File: src/rtl/ts_mon_pkg.sv
package ts_mon_pkg;

  typedef enum logic [1:0] {
    ST_SEARCH = 2'd0,
    ST_VERIFY = 2'd1,
    ST_LOCKED = 2'd2
  } lockState_t;

  // control -> datapath
  typedef struct packed {
    logic posRestart;
    logic holdLoad;
  } ctlStrobe_t;

  // datapath -> control
  typedef struct packed {
    logic isSync;
    logic atShort;
    logic atLong;
  } dpFlag_t;

endpackage

File: src/rtl/ts_mon_datapath.sv
module ts_mon_datapath
  import ts_mon_pkg::*;
#(
  parameter int SHORT_LEN   = 188,
  parameter int LONG_LEN    = 204,
  parameter int HOLD_CYCLES = 37500000,
  parameter int LOSS_BITS   = 2040,
  parameter logic [7:0] SYNC_BYTE = 8'h47
) (
  input  logic       clk,
  input  logic       rstN,
  input  logic       byteValid,
  input  logic [7:0] byteIn,
  input  ctlStrobe_t strobe,
  output dpFlag_t    flags,
  output logic       holdActive,
  output logic       inputLoss
);

  localparam int POS_W  = $clog2(LONG_LEN + 1);
  localparam int HOLD_W = $clog2(HOLD_CYCLES + 2);
  localparam int RUN_W  = $clog2(LOSS_BITS + 9);

  logic [POS_W-1:0]  pos;
  logic [HOLD_W-1:0] holdCnt;
  logic [RUN_W-1:0]  runCnt;
  logic              lastBit;

  // byte position since the last accepted sync byte
  always_ff @(posedge clk or negedge rstN) begin
    if (!rstN) begin
      pos <= '0;
    end else if (strobe.posRestart) begin
      pos <= POS_W'(1);
    end else if (byteValid && pos != POS_W'(LONG_LEN)) begin
      pos <= pos + 1'b1;
    end
  end

  assign flags.isSync  = byteValid && (byteIn == SYNC_BYTE || byteIn == ~SYNC_BYTE);
  assign flags.atShort = (pos == POS_W'(SHORT_LEN));
  assign flags.atLong  = (pos == POS_W'(LONG_LEN));

  // indicator stretch timer
  always_ff @(posedge clk or negedge rstN) begin
    if (!rstN) begin
      holdCnt <= '0;
    end else if (strobe.holdLoad) begin
      holdCnt <= HOLD_W'(HOLD_CYCLES);
    end else if (holdCnt != '0) begin
      holdCnt <= holdCnt - 1'b1;
    end
  end

  assign holdActive = (holdCnt != '0);

  // run length of identical bits, MSB first, so bit 0 is the newest bit
  logic [3:0]     tailLen;
  logic           tailSame;
  logic [RUN_W:0] runSum;
  logic [RUN_W:0] lossLim;

  always_comb begin
    tailLen  = 4'd1;
    tailSame = 1'b1;
    for (int b = 1; b < 8; b++) begin
      if (tailSame && byteIn[b] == byteIn[0]) begin
        tailLen = tailLen + 4'd1;
      end else begin
        tailSame = 1'b0;
      end
    end
    lossLim = (RUN_W+1)'(LOSS_BITS);
    if (tailLen == 4'd8 && byteIn[0] == lastBit) begin
      runSum = {1'b0, runCnt} + (RUN_W+1)'(8);
    end else begin
      runSum = (RUN_W+1)'(tailLen);
    end
  end

  always_ff @(posedge clk or negedge rstN) begin
    if (!rstN) begin
      runCnt    <= '0;
      lastBit   <= 1'b0;
      inputLoss <= 1'b0;
    end else if (byteValid) begin
      runCnt    <= (runSum >= lossLim) ? RUN_W'(LOSS_BITS) : runSum[RUN_W-1:0];
      lastBit   <= byteIn[0];
      inputLoss <= (runSum >= lossLim);
    end
  end

endmodule

File: src/rtl/ts_mon_control.sv
module ts_mon_control
  import ts_mon_pkg::*;
#(
  parameter int MISS_LIMIT = 2,
  parameter int FIND_LIMIT = 5
) (
  input  logic       clk,
  input  logic       rstN,
  input  logic       byteValid,
  input  dpFlag_t    flags,
  output ctlStrobe_t strobe,
  output logic       syncErr,
  output logic       lenShort,
  output logic       lenLong
);

  localparam int MISS_W = $clog2(MISS_LIMIT + 1);
  localparam int FIND_W = $clog2(FIND_LIMIT + 1);

  lockState_t        state, stateN;
  logic              longSel, longSelN;
  logic [MISS_W-1:0] missCnt, missCntN;
  logic [FIND_W-1:0] goodCnt, goodCntN;
  logic              syncErrN;
  logic              atPeriod;

  assign atPeriod = longSel ? flags.atLong : flags.atShort;

  always_comb begin
    stateN   = state;
    longSelN = longSel;
    missCntN = missCnt;
    goodCntN = goodCnt;
    syncErrN = syncErr;
    strobe   = '0;
    if (byteValid) begin
      unique case (state)
        ST_SEARCH: begin
          if (flags.isSync) begin
            stateN            = ST_VERIFY;
            strobe.posRestart = 1'b1;
            missCntN          = '0;
            goodCntN          = '0;
          end
        end
        ST_VERIFY: begin
          if (flags.atShort && flags.isSync) begin
            stateN            = ST_LOCKED;
            longSelN          = 1'b0;
            strobe.posRestart = 1'b1;
            goodCntN          = FIND_W'(1);
          end else if (flags.atLong) begin
            if (flags.isSync) begin
              stateN            = ST_LOCKED;
              longSelN          = 1'b1;
              strobe.posRestart = 1'b1;
              goodCntN          = FIND_W'(1);
            end else begin
              stateN = ST_SEARCH;
            end
          end
        end
        ST_LOCKED: begin
          if (atPeriod) begin
            strobe.posRestart = 1'b1;
            if (flags.isSync) begin
              missCntN = '0;
              if (32'(goodCnt) < FIND_LIMIT) goodCntN = goodCnt + 1'b1;
              if (syncErr && (32'(goodCnt) + 1) >= FIND_LIMIT) begin
                syncErrN        = 1'b0;
                strobe.holdLoad = 1'b1;
              end
            end else begin
              goodCntN = '0;
              if ((32'(missCnt) + 1) >= MISS_LIMIT) begin
                syncErrN = 1'b1;
                stateN   = ST_SEARCH;
                missCntN = '0;
              end else begin
                missCntN = missCnt + 1'b1;
              end
            end
          end
        end
        default: stateN = ST_SEARCH;
      endcase
    end
  end

  always_ff @(posedge clk or negedge rstN) begin
    if (!rstN) begin
      state   <= ST_SEARCH;
      longSel <= 1'b0;
      missCnt <= '0;
      goodCnt <= '0;
      syncErr <= 1'b1;
    end else begin
      state   <= stateN;
      longSel <= longSelN;
      missCnt <= missCntN;
      goodCnt <= goodCntN;
      syncErr <= syncErrN;
    end
  end

  assign lenShort = (state == ST_LOCKED) && !longSel;
  assign lenLong  = (state == ST_LOCKED) && longSel;

endmodule

File: src/rtl/ts_sync_monitor.sv
module ts_sync_monitor
  import ts_mon_pkg::*;
#(
  parameter int SHORT_LEN   = 188,
  parameter int LONG_LEN    = 204,
  parameter int MISS_LIMIT  = 2,
  parameter int FIND_LIMIT  = 5,
  parameter int HOLD_CYCLES = 37500000,
  parameter int LOSS_BITS   = 2040
) (
  input  logic       clk,
  input  logic       rstN,
  input  logic       byteValid,
  input  logic [7:0] byteIn,
  output logic       syncErr,
  output logic       syncLed,
  output logic       lenShort,
  output logic       lenLong,
  output logic       inputLoss,
  output logic       alarm,
  output logic       outEn
);

  ctlStrobe_t strobe;
  dpFlag_t    flags;
  logic       holdActive;

  ts_mon_datapath #(
    .SHORT_LEN  (SHORT_LEN),
    .LONG_LEN   (LONG_LEN),
    .HOLD_CYCLES(HOLD_CYCLES),
    .LOSS_BITS  (LOSS_BITS),
    .SYNC_BYTE  (8'h47)
  ) u_dp (
    .clk       (clk),
    .rstN      (rstN),
    .byteValid (byteValid),
    .byteIn    (byteIn),
    .strobe    (strobe),
    .flags     (flags),
    .holdActive(holdActive),
    .inputLoss (inputLoss)
  );

  ts_mon_control #(
    .MISS_LIMIT(MISS_LIMIT),
    .FIND_LIMIT(FIND_LIMIT)
  ) u_ctl (
    .clk      (clk),
    .rstN     (rstN),
    .byteValid(byteValid),
    .flags    (flags),
    .strobe   (strobe),
    .syncErr  (syncErr),
    .lenShort (lenShort),
    .lenLong  (lenLong)
  );

  assign syncLed = syncErr | holdActive;
  assign alarm   = syncErr | inputLoss;
  assign outEn   = ~inputLoss;

endmodule

File: config.mk
export PLATFORM = sky130hd
export DESIGN_NAME = ts_sync_monitor
export DESIGN_NICKNAME = d
export VERILOG_FILES = /design/src/rtl/ts_mon_pkg.sv /design/src/rtl/ts_mon_datapath.sv /design/src/rtl/ts_mon_control.sv /design/src/rtl/ts_sync_monitor.sv
export SDC_FILE = /design/constraint.sdc
export NUM_CORES = 1
export LEC_CHECK = 0
export CAP_MARGIN = 20
export CORE_MARGIN = 3
export CORE_UTILIZATION = 60
export CTS_BUF_LIST = sky130_fd_sc_hd__clkbuf_8
export CTS_CLUSTER_SIZE = 28
export DETAILED_ROUTE_END_ITERATION = 6
export DONT_BUFFER_PORTS = 1
export PLACE_DENSITY = 0.87
export SLEW_MARGIN = 20
export SYNTH_ARGS = -nofsm -noshare
export SYNTH_HDL_FRONTEND = slang
export SYNTH_SLANG_ARGS = --single-unit
export TNS_END_PERCENT = 20
File: constraint.sdc
create_clock -name clk -period 2.4 [get_ports clk]
set_input_delay 0.12 -clock clk [delete_from_list [all_inputs] [get_ports clk]]
set_output_delay 0.12 -clock clk [all_outputs]
set_load 0.05 [all_outputs]
# == After elaboration in Yosys (flattened, before gate mapping) ==
# Index checks and enable logic that the tools add are counted.
# totals
inputBits,11
out_inout_bits,7
regBits,57
# op_classes
eq_ne,24
add_sub_neg,13
n_reduce_logical,29
bitwise,3
mux,56
magnitude_cmp,4
# op_table
operator,count
$mux W26,2
$ge A32 B2 Y1 const B,1
$ge A32 B3 Y1 const B,1
$mux W2,14
$reduce_bool A26 Y1,1
$sub A26 B1 Y26 const B,1
$eq A8 B8 Y1 const B,3
$mux W4,6
$mux W3,7
$add A4 B1 Y4 const B,5
$mux W1,19
$mux W8,2
$add A12 B4 Y13 const B,1
$ge A13 B11 Y1 const B,1
$logic_and A1 B1 Y1,13
$mux W13,1
$mux W12,1
$reduce_bool A2 Y1,6
$pmux W3 S3,1
$add A8 B1 Y8 const B,1
$eq A1 B1 Y1,8
$eq A8 B7 Y1 const B,1
$ne A8 B8 Y1 const B,1
$reduce_and A4 Y1,2
24 further kinds,30

# == Longest topological paths before layout ==
# Gate-level depths: netlist of run 1.
# depth
word_depth,19
ltp_mapped,10

# == Cells and area by module ==
# A second synthesis of run 1 with hierarchy kept.
# unflattened
cells_unflattened,371
area_unflattened_um2,3475.8
# modules_own_cells
module,area_per_inst_um2,instances,cells_per_inst,seq_area_each_um2
ts_mon_datapath,2702.6,1,288,1126.1
ts_mon_control,757.0,1,80,226.5
ts_sync_monitor,16.3,1,3,0.0

# == Least setup slack after synthesis of run 1 ==
# OpenSTA, ideal clock, no wires.
# synth_path
path_kind,register to output
start,reg u_dp.holdCnt[0]
end,out syncLed
arrival_ps,2379
slack_ps,-99
path_buffers,1
stages_incl_launch_ff,8
path_cell_list,dfrtp_1 -> inv_1 -> ha_1 -> or3b_1 -> or4_1 -> clkbuf_1 -> nor3_4 -> nand2_1
# synth_between
elab_chain_len,2
# synth_rtl
element,line,text
"start, declared",ts_mon_datapath.sv:25,logic [HOLD_W-1:0] holdCnt;
"start signal, assigned",ts_mon_datapath.sv:49,holdCnt <= HOLD_W'(HOLD_CYCLES);
"start signal, assigned",ts_mon_datapath.sv:51,holdCnt <= holdCnt - 1'b1;
$reduce_bool A26 Y1,ts_mon_datapath.sv:55,assign holdActive = (holdCnt != '0);
$or A1 B1 Y1,ts_sync_monitor.sv:59,assign syncLed = syncErr | holdActive;
"end, declared",ts_sync_monitor.sv:16,"output logic syncLed,"
# Every way passes these cells.

# == Worst setup path in the final report of run 1 ==
# Ends and elaborated chain as after synthesis.

==> reports/qor.csv, run 1 <==
metric;value;unit
status;finished, violations left;
failing checks;setup timing;
largest family of logic cells by synthesized area;simple AND/OR/NAND/NOR gates;
fraction of layout cells with a size suffix above 1;19.5;%
WL met1;3.97;mm
initial antenna violation count;0;
multiplexer area fraction after synthesis;1.93;%
Sw Share;28.8;%
fmax;411;MHz
Setup Skew;0.00761;ns
Worst-Margin Slew;0.599;ns
routed len/inst;19.0;µm
Max Fanout on Critical Path;5;
Post-layout nets;463;
Slew Viols, Final;0;
minimum hold slack;0.0402;ns
Final TNS setup;-0.0597;ns
H-tree depth;2;
number of cell rows;28;
area of the core;0.00599;mm²
dominant cell by count in the synthesized netlist;dfrtp_1;
slew margin rel.;60.0;%
top post-synthesis cells by area;dfrtp_1, ha_1, nor2_1;
via count;3461;
drt drc;0;
first-pass GRT wire length;14.8;mm
P_int;1280;µW
placed instance count;481;
reg2reg setup slack;-0.01;ns
Via density;6.76;
met2 wire len;4.70;mm
period utilization;101;%
logic gate share of total power;13.3;%
R2R Path Start;u_dp.holdCnt[18]$_DFFE_PN0P_;
Num CTS Buffers;5;
Yosys top cell area share;35.3;%
fin crit period;2.44;ns
Final setup viols;4;
Synth Cell Area;0.00376;mm²
LEAKAGE;0.00166;µW
Min-Delay Path Class;in2reg;
Ant. Diodes;0;
number of synthesized flops with an enable pin;0;
Clock Tree Root;clkbuf_8;
largest net degree at the start of global routing;55;
DP Area;0.00389;mm²
I/O pins;18;
CP Launch Type;flip-flop;
RD Place Congestion;0.907;
TritonRoute pass-1 iters;5;
area share of and/or/nand/nor cells after synthesis;25.5;%
Adder-Cell Fraction of Synth Area;5.33;%
Die ar.;0.00725;mm²
DRT iter0 DRCs;300;
Syn Nets;434;
clk sinks;54;
final worst slack;-0.0355;ns
unrepaired setup endpoints after global routing;true;
worst skew pair latency;0.31;ns
arrival time at the worst endpoint;2.32;ns
TritonCTS clock tree;built;
Crit Path Class;reg2out;
Reg clk slew, reported paths;0.10;ns
Initial Util;62.7;%
critical path required time;2.28;ns
Ys Warns;0;
die height;85.1;µm
Fin. Hold Viols;0;
clock network fraction of design power;28.2;%
area leader, netlist;dfrtp_1;
Remaining Overflow, GRT;0;
antenna-violating nets left;0;
MaxCap Viol Count;0;
post-synth cell types;78;
met3 WL;666;µm
compound-cell area share of the yosys netlist;20.8;%
hpwl dp;5.75;mm
Net Sw Power;516;µW
Synth Area in XOR/XNOR;4.43;%
Top Metal Used;met4;
syn avg cell area;9.23;µm²
final instance area;0.00427;mm²
Total Routing Usage GR;24.9;%
final cell count without fillers;512;
die width;85.1;µm
Post-Route WL;9.71;mm
Worst Setup End Kind;output port;
synthesized instance count;407;
peak supply drop;0.504;mV
vias in the first global route;3203;
register area share after synthesis;36.0;%
dominant synthesized flop cell;dfrtp_1;
PwrDens;419;mW/mm²
flops & latches, synth;54;
sequential power share;58.5;%
pre-CTS setup slack;-0.0545;ns
quantity of I/O buffers inserted on ports;0;
Hold Path Origin;byteValid;
Area Overhead vs Synth;13.7;%
synth cell count leaders;dfrtp_1, nor2_1, inv_1, a21oi_1, nand2_1;
crit path from;u_dp.holdCnt[0]$_DFFE_PN0P_;
ys async rst share;100;%
clk buf depth;2;
[worst paths after layout]
path,end,cells after the start
worst max-delay path,syncLed,7
worst min-delay path,u_ctl.missCnt[0]$_DFFE_PN0P_,3
worst max register to register,u_dp.holdCnt[20]$_DFFE_PN0P_,7
worst min register to register,u_dp.holdCnt[12]$_DFFE_PN0P_,2
max in group asynchronous,u_ctl.syncErr$_DFFE_PN1P_,2
min in group asynchronous,u_dp.lastBit$_DFFE_PN0P_,2
[state kept, by name (all words and copies together), names as in the netlist]
name / count
u_ctl.goodCnt: 3
u_ctl.syncErr: 1
u_ctl.state: 2
u_dp.runCnt: 9
u_dp.inputLoss: 1
u_dp.holdCnt: 26
u_dp.pos: 8
u_dp.lastBit: 1
u_ctl.missCnt: 2
u_ctl.longSel: 1
[cell type report]
type                    count  area, µm²
multi-input cells         303       2260
well taps                  75       93.8
clock inverters             3       17.5
clock buffers               5       68.8
fillers                   390       1720
flip-flops and latches     54       1350
repair buffers             43        373
inverters                  29        109
[layout by cell type, fill, tap and decap left out, types with 7 or more instances in the layout]
master	n
o21ai_0	13
o31ai_1	7
nor3_1	9
buf_4	32
or3_1	7
inv_1	28
nand2b_1	7
nor2_1	31
nand3_1	14
nand2_1	17
ha_1	15
dfrtp_1	53
xnor2_1	7
nand4_1	13
a21oi_1	19
xor2_1	12
[kinds of logic after synthesis]
group,after synthesis
AOI/OAI and AO/OA,103
xor gates and xnor gates,19
adders and majority gates,16
buffers and inverters,50
DFF,54
muxes,7
and+or+nand+nor,158
[power by group through the flow]
stage	clock [µW]	sequential (µW)	combinational (µW)
final	506	1050	238
after global routing	546	1060	276
after CTS	518	1040	237
after detailed placement	0	1060	202
after global placement	0	1060	190
after floorplan	0	1030	192
[metrics by stage]
step	power, µW	utilization, %
after floorplan	1220	-
after global placement	1250	64.9
after detailed placement	1260	64.9
after CTS	1800	69.0
after global routing	1880	71.3
final	1790	71.3
[repair_timing]
action,CTS,global route
pin swaps,4,8
setup buffers,9,8
gates resized for setup,9,14
setup endpoints to repair,12,19
cloned,0,1
endpoints found under the hold margin,65,0
hold buffers,5,0
[per-layer routing]
metal	up-vias	global-route usage, %
li1	1565	-
met1	1658	32.5
met3	49	4.47
met5	-	0
met2	189	41.4
met4	0	9.50
[critical path, cell delays in order, from the launching register on]
cell and delay, ns:
dfrtp_1 0.40, inv_2 0.09, ha_4 0.14, or3b_4 0.39, or4_4 0.45, buf_8 0.16, nor3_4 0.22, nand2_4 0.16
No activity file was read; power rests on OpenSTA's default activity.
==> inputs of run 2 (changes only) <==
ABC_AREA = 1   (was default)
==> reports/qor.csv, run 2 <==
metric;value;unit;change
# fillers;518;;was 390
post-synth cell types;38;;was 78
number of synthesized flops with an enable pin;0;;unchanged
quantity of I/O buffers inserted on ports;0;;unchanged
DP Area;0.00392;mm²;was 0.00389 mm²
arrival time at the worst endpoint;2.06;ns;was 2.32 ns
RD Place Congestion;0.934;;was 0.907
Worst Setup End Kind;output port;;unchanged
status;completed;;was finished, violations left
reg2reg setup slack;0.32;ns;was -0.01 ns
via count;3415;;was 3,461
hpwl dp;6.31;mm;was 5.75 mm
Final TNS setup;0;ns;was -0.0597 ns
CP endpoint;syncLed;;unchanged
crit path from;u_dp.holdCnt[1]$_DFFE_PN0P_;;was u_dp.holdCnt[0]$_DFFE_PN0P_
Cell Chain, Critical Path;inv_1, ha_1, inv_1, nor2_2, nand2_2, nor2_2, nand2_2, nor2_8, nand2_1, buf_4;;was inv_2, ha_4, or3b_4, or4_4, buf_8, nor3_4, nand2_4
commonest cells after routing, fill and taps aside;nand2_1, inv_1, nor2_1;;was dfrtp_1, buf_4, nor2_1
Post-Route WL;8.28;mm;was 9.71 mm
synthesized instance count;536;;was 407
routed len/inst;13.2;µm;was 19.0 µm
Area Overhead vs Synth;7.15;%;was 13.7%
sequential power share;55.0;%;was 58.5%
first-pass GRT wire length;14.2;mm;was 14.8 mm
worst skew pair latency;0.31;ns;about the same
critical path required time;2.28;ns;about the same
dominant synthesized flop cell;dfrtp_1;;unchanged
R2R Path Start;u_dp.pos[0]$_DFFE_PN0P_;;was u_dp.holdCnt[18]$_DFFE_PN0P_
Initial Util;63.1;%;was 62.7%
max FFs per register;26;;unchanged
MaxCap Viol Count;0;;unchanged
Reg clk slew, reported paths;0.10;ns;about the same
Synth Cell Area;0.00380;mm²;was 0.00376 mm²
Worst-Margin Slew;0.577;ns;was 0.599 ns
slowest stage delay, CP;0.40;ns;was 0.45 ns
placed instance count;614;;was 481
Yosys top cell area share;34.9;%;was 35.3%
DRT iter0 DRCs;149;;was 300
Syn Nets;563;;was 434
CP Launch Type;flip-flop;;unchanged
path depth of the worst reg2reg path;10;;was 7
largest net degree at the start of global routing;55;;unchanged
syn avg cell area;7.09;µm²;was 9.23 µm²
Net Sw Power;581;µW;was 516 µW
clock network fraction of design power;27.1;%;was 28.2%
initial antenna violation count;0;;unchanged
biggest regs;u_dp.holdCnt x26, u_dp.runCnt x9, u_dp.pos x8;;unchanged
reg-to-reg critical path endpoint;u_dp.pos[4]$_DFFE_PN0P_;;was u_dp.holdCnt[20]$_DFFE_PN0P_
Num CTS Buffers;5;;unchanged
total power;1920;µW;was 1790 µW
Total Routing Usage GR;23.8;%;was 24.9%
TritonRoute pass-1 iters;4;;was 5
I/O pins;18;;unchanged
Ant. Diodes;0;;unchanged
Clock Tree Root;clkbuf_8;;unchanged
final worst slack;0.216;ns;was -0.0355 ns
Sw Share;30.3;%;was 28.8%
slew margin rel.;61.2;%;was 60.0%
ys async rst share;100;%;unchanged
flip-flop and latch area;0.00135;mm²;unchanged
top post-synthesis cells by area;dfrtp_1, nand2_1, inv_1;;was dfrtp_1, ha_1, nor2_1
PwrDens;471;mW/mm²;was 419 mW/mm²
area leader, netlist;dfrtp_1;;unchanged
unrepaired setup endpoints after global routing;false;;was true
register area share after synthesis;35.6;%;was 36.0%
vias in the first global route;3277;;was 3,203
dominant cell by count in the synthesized netlist;nand2_1;;was dfrtp_1
LEAKAGE;0.00208;µW;was 0.00166 µW
clk sinks;54;;unchanged
period utilization;91.0;%;was 101%
Ys Warns;0;;unchanged
Min-Delay Path Class;in2reg;;unchanged
antenna-violating nets left;0;;unchanged
final instance area;0.00407;mm²;was 0.00427 mm²
TritonCTS clock tree;built;;unchanged
synth cell count leaders;nand2_1, inv_1, nor2_1, dfrtp_1, nand3_1;;was dfrtp_1, nor2_1, inv_1, a21oi_1, nand2_1
Via density;5.46;;was 6.76
Fin. Hold Viols;0;;unchanged
P_int;1340;µW;was 1280 µW
die width;85.6;µm;was 85.1 µm
fraction of layout cells with a size suffix above 1;10.3;%;was 19.5%
pre-CTS setup slack;0.116;ns;was -0.0545 ns
H-tree depth;2;;unchanged
clk buf depth;2;;unchanged
Setup Skew;0.00730;ns;was 0.00761 ns
die height;85.6;µm;was 85.1 µm
Slew Viols, Final;0;;unchanged
Remaining Overflow, GRT;0;;unchanged
peak supply drop;0.390;mV;was 0.504 mV
area of the multi-input gates;0.00208;mm²;was 0.00226 mm²
final cell count without fillers;626;;was 512
logic gate share of total power;17.9;%;was 13.3%
Slowest cell on crit path;dfrtp_1;;was or4_4
Die ar.;0.00732;mm²;was 0.00725 mm²
drt drc;0;;unchanged
commonest non-fill, non-tap cell in the layout;nand2_1;;was dfrtp_1
number of cell rows;28;;unchanged
Post-layout nets;577;;was 463
Crit Path Class;reg2out;;unchanged
Max Fanout on Critical Path;10;;was 5
Reg with most FFs;u_dp.holdCnt;;unchanged
Final setup viols;0;;was 4
fmax;458;MHz;was 411 MHz
flops & latches, synth;54;;unchanged
area of the core;0.00603;mm²;was 0.00599 mm²
fin crit period;2.18;ns;was 2.44 ns
-- run 2: how the worst min path moves through the flow --
stage | start | endpoint | slack, ns | depth (start not counted)
detailed placement | rstN | u_dp.holdCnt[2]$_DFFE_PN0P_ | -0.17 | 0
global route | byteValid | u_dp.runCnt[6]$_DFFE_PN0P_ | 0.01 | 3
global placement | rstN | u_dp.holdCnt[2]$_DFFE_PN0P_ | -0.17 | 0
finish | byteValid | u_dp.runCnt[6]$_DFFE_PN0P_ | 0.008 | 3
CTS | byteValid | u_dp.runCnt[6]$_DFFE_PN0P_ | 0.0001 | 3
floorplan | rstN | u_ctl.goodCnt[0]$_DFFE_PN0P_ | -0.18 | 0
-- run 2: metal layers --
| layer | global-route usage, % | share of wire, % |
|---|---|---|
| met5 | 0 | 0 |
| met4 | 10.4 | 2.9 |
| met2 | 41.7 | 51 |
| met3 | 3.75 | 3.8 |
| met1 | 28.8 | 43 |
-- run 2: power by group through the flow --
stage / sequential [µW] / clock, µW / combinational, µW
6_report: 1060 / 521 / 343
5_1_grt: 1070 / 572 / 403
4_1_cts: 1050 / 535 / 344
3_5_place_dp: 1070 / 0 / 312
3_3_place_gp: 1070 / 0 / 299
2_1_floorplan: 1050 / 0 / 267
-- run 2: worst max-delay path, delay by kind of cell (launching register included) --
| family | cells | cell delay [ns] |
|---|---|---|
| and+or+nand+nor | 6 | 0.83 |
| DFF | 1 | 0.40 |
| buffers and inverters | 3 | 0.35 |
| adders and majority gates | 1 | 0.16 |
-- run 2: cells by family after synthesis --
| family | share of synthesized area, % |
|---|---|
| and+or+nand+nor | 37.6 |
| buffers and inverters | 9.68 |
| DFF | 35.6 |
| AOI/OAI and AO/OA | 7.51 |
| xor gates and xnor gates | 4.38 |
| adders and majority gates | 5.27 |
-- run 2: final cells by class --
type | count | area share (%)
clock buffer | 6 | 2.03
clock inverter | 2 | 0.215
inverter | 89 | 8.21
multi-input combinational | 388 | 51.1
sequential | 54 | 33.2
tap | 75 | 2.30
timing repair buffer | 12 | 2.89
-- run 2: repair_timing --
action,in CTS,in global routing
resized for setup,0,1
endpoints found under the hold margin,59,0
setup buffers,0,0
hold buffers,4,0
setup endpoints to repair,0,1
-- run 2: per-stage QoR --
step	util (%)	hold WS, ns
after floorplan	-	-0.176
after global placement	65.1	-0.174
after detailed placement	65.1	-0.174
after CTS	67.5	0.000128
after global routing	67.6	0.0128
final	67.6	0.00757
==> inputs of run 3 (changes only) <==
CTS_CLUSTER_SIZE = default   (was 28)
RECOVER_POWER = 100   (was default)
==> reports/qor.csv, run 3 (synthesized netlist as in run 2, its figures left out) <==
metric;value;unit;change
status;completed;;unchanged
slew margin rel.;10.6;%;was 61.2%
largest net degree at the start of global routing;55;;unchanged
area of the core;0.00603;mm²;unchanged
Worst Setup End Kind;flip-flop;;was output port
CP Launch Type;flip-flop;;unchanged
Final setup viols;0;;unchanged
unrepaired setup endpoints after global routing;false;;unchanged
Num CTS Buffers;5;;unchanged
Initial Util;63.1;%;unchanged
placed instance count;614;;unchanged
drt drc;0;;unchanged
Post-Route WL;8.31;mm;was 8.28 mm
Setup Skew;0.00908;ns;was 0.00730 ns
PwrDens;475;mW/mm²;was 471 mW/mm²
Reg clk slew, reported paths;0.10;ns;about the same
fin crit period;2.20;ns;was 2.18 ns
logic gate share of total power;17.5;%;was 17.9%
Hold Path Sink;u_dp.runCnt[6]$_DFFE_PN0P_;;unchanged
initial antenna violation count;0;;unchanged
Remaining Overflow, GRT;0;;unchanged
period utilization;91.7;%;was 91.0%
Min-Delay Path Class;in2reg;;unchanged
final cell count without fillers;626;;unchanged
Area Overhead vs Synth;5.86;%;was 7.15%
path depth of the worst reg2reg path;10;;unchanged
P_int;1330;µW;was 1340 µW
max FFs per register;26;;unchanged
DRT iter0 DRCs;171;;was 149
vias in the first global route;3277;;unchanged
sequential power share;55.2;%;was 55.0%
commonest non-fill, non-tap cell in the layout;nand2_1;;unchanged
Slew Viols, Final;0;;unchanged
Via density;5.47;;was 5.46
arrival time at the worst endpoint;2.41;ns;was 2.06 ns
commonest cells after routing, fill and taps aside;nand2_1, inv_1, nor2_1;;unchanged
via count;3427;;was 3,415
antenna-violating nets left;0;;unchanged
first-pass GRT wire length;14.2;mm;unchanged
quantity of I/O buffers inserted on ports;0;;unchanged
Fin. Hold Viols;0;;unchanged
die height;85.6;µm;unchanged
final worst slack;0.198;ns;was 0.216 ns
clk buf depth;2;;unchanged
Reg with most FFs;u_dp.holdCnt;;unchanged
I/O pins;18;;unchanged
Sw Share;30.3;%;about the same
TritonCTS clock tree;built;;unchanged
routed len/inst;13.3;µm;was 13.2 µm
Total Routing Usage GR;23.8;%;unchanged
biggest regs;u_dp.holdCnt x26, u_dp.runCnt x9, u_dp.pos x8;;unchanged
die width;85.6;µm;unchanged
worst skew pair latency;0.31;ns;about the same
Post-layout nets;577;;unchanged
fmax;454;MHz;was 458 MHz
clock network fraction of design power;27.2;%;was 27.1%
pre-CTS setup slack;0.116;ns;unchanged
Crit Path Class;reg2reg;;was reg2out
Hold Path Origin;byteValid;;unchanged
Die ar.;0.00732;mm²;unchanged
Clock Tree Root;clkbuf_8;;unchanged
Setup Fix Bufs, Post-CTS;0;;unchanged
hpwl dp;6.31;mm;unchanged
number of cell rows;28;;unchanged
reg-to-reg critical path endpoint;u_dp.holdCnt[3]$_DFFE_PN0P_;;was u_dp.pos[4]$_DFFE_PN0P_
clk sinks;54;;unchanged
Final TNS setup;0;ns;unchanged
Ant. Diodes;0;;unchanged
reg2reg setup slack;0.20;ns;was 0.32 ns
LEAKAGE;0.00205;µW;was 0.00208 µW
critical path required time;2.61;ns;was 2.28 ns
RD Place Congestion;0.934;;unchanged
Net Sw Power;580;µW;was 581 µW
Max Fanout on Critical Path;6;;was 10
R2R Path Start;u_dp.pos[0]$_DFFE_PN0P_;;unchanged
H-tree depth;2;;unchanged
peak supply drop;0.389;mV;was 0.390 mV
TritonRoute pass-1 iters;7;;was 4
MaxCap Viol Count;0;;unchanged
fraction of layout cells with a size suffix above 1;9.07;%;was 10.3%
hold depth;3;;unchanged
Worst-Margin Slew;1.34;ns;was 0.577 ns
## run 3: through the flow
stage | util, % | instance area (µm²) | power (µW) | hold slack, ns
6_report | 66.8 | 4020 | 1910 | 0.00693
5_1_grt | 66.8 | 4020 | 2030 | 0.0128
4_1_cts | 67.5 | 4070 | 1930 | 0.000128
3_5_place_dp | 65.1 | 3920 | 1380 | -0.174
3_3_place_gp | 65.1 | 3920 | 1370 | -0.174
2_1_floorplan | - | 3800 | 1320 | -0.176
## run 3: critical path, stage by stage, from the launching register on
cell      delay (ns)
dfrtp_1         0.43
inv_1           0.09
ha_1            0.16
and3_1          0.23
nand2_1         0.13
o21ai_2         0.28
nand2_1         0.16
nor2_2          0.37
inv_2           0.10
o211ai_1        0.11
inv_1           0.05
## run 3: timing repair
item                                    in CTS  in global routing
endpoints found under the hold margin       59                  0
gates resized for setup                      0                  1
hold buffers                                 4                  0
endpoints found under the setup margin       0                  1
## run 3: layer usage
layer,share of wire [%],wire [µm],vias to the layer above,global-route usage [%]
li1,-,-,1716,-
met3,4.1,338,25,3.75
met1,42,3530,1593,28.8
met2,50,4190,93,41.7
met4,3.0,247,0,10.4
met5,0,0,-,0
## run 3: power groups by stage
stage	Sequential (µW)	Combinational, µW	Clock, µW
floorplan	1050	267	0
global placement	1070	299	0
detailed placement	1070	312	0
CTS	1050	344	535
global route	1070	395	572
finish	1060	336	521
## run 3: cell type report
type | count | area, µm²
clock buffers | 6 | 82.6
repair buffers | 12 | 83.8
well taps | 75 | 93.8
fillers | 531 | 2000
clock inverters | 2 | 8.76
flip-flops and latches | 54 | 1350
multi-input cells | 388 | 2070
inverters | 89 | 334
## run 3: how the worst max path moves through the flow
stage,slack (ns),to,startpoint
floorplan,0.42,u_dp.runCnt[3]$_DFFE_PN0P_,byteIn[0]
detailed placement,0.12,u_dp.runCnt[10]$_DFFE_PN0P_,byteIn[0]
finish,0.20,u_dp.holdCnt[3]$_DFFE_PN0P_,u_dp.pos[0]$_DFFE_PN0P_
CTS,0.14,syncLed,u_dp.holdCnt[1]$_DFFE_PN0P_
global route,0.03,syncLed,u_dp.holdCnt[11]$_DFFE_PN0P_
global placement,0.27,u_dp.runCnt[10]$_DFFE_PN0P_,byteIn[0]
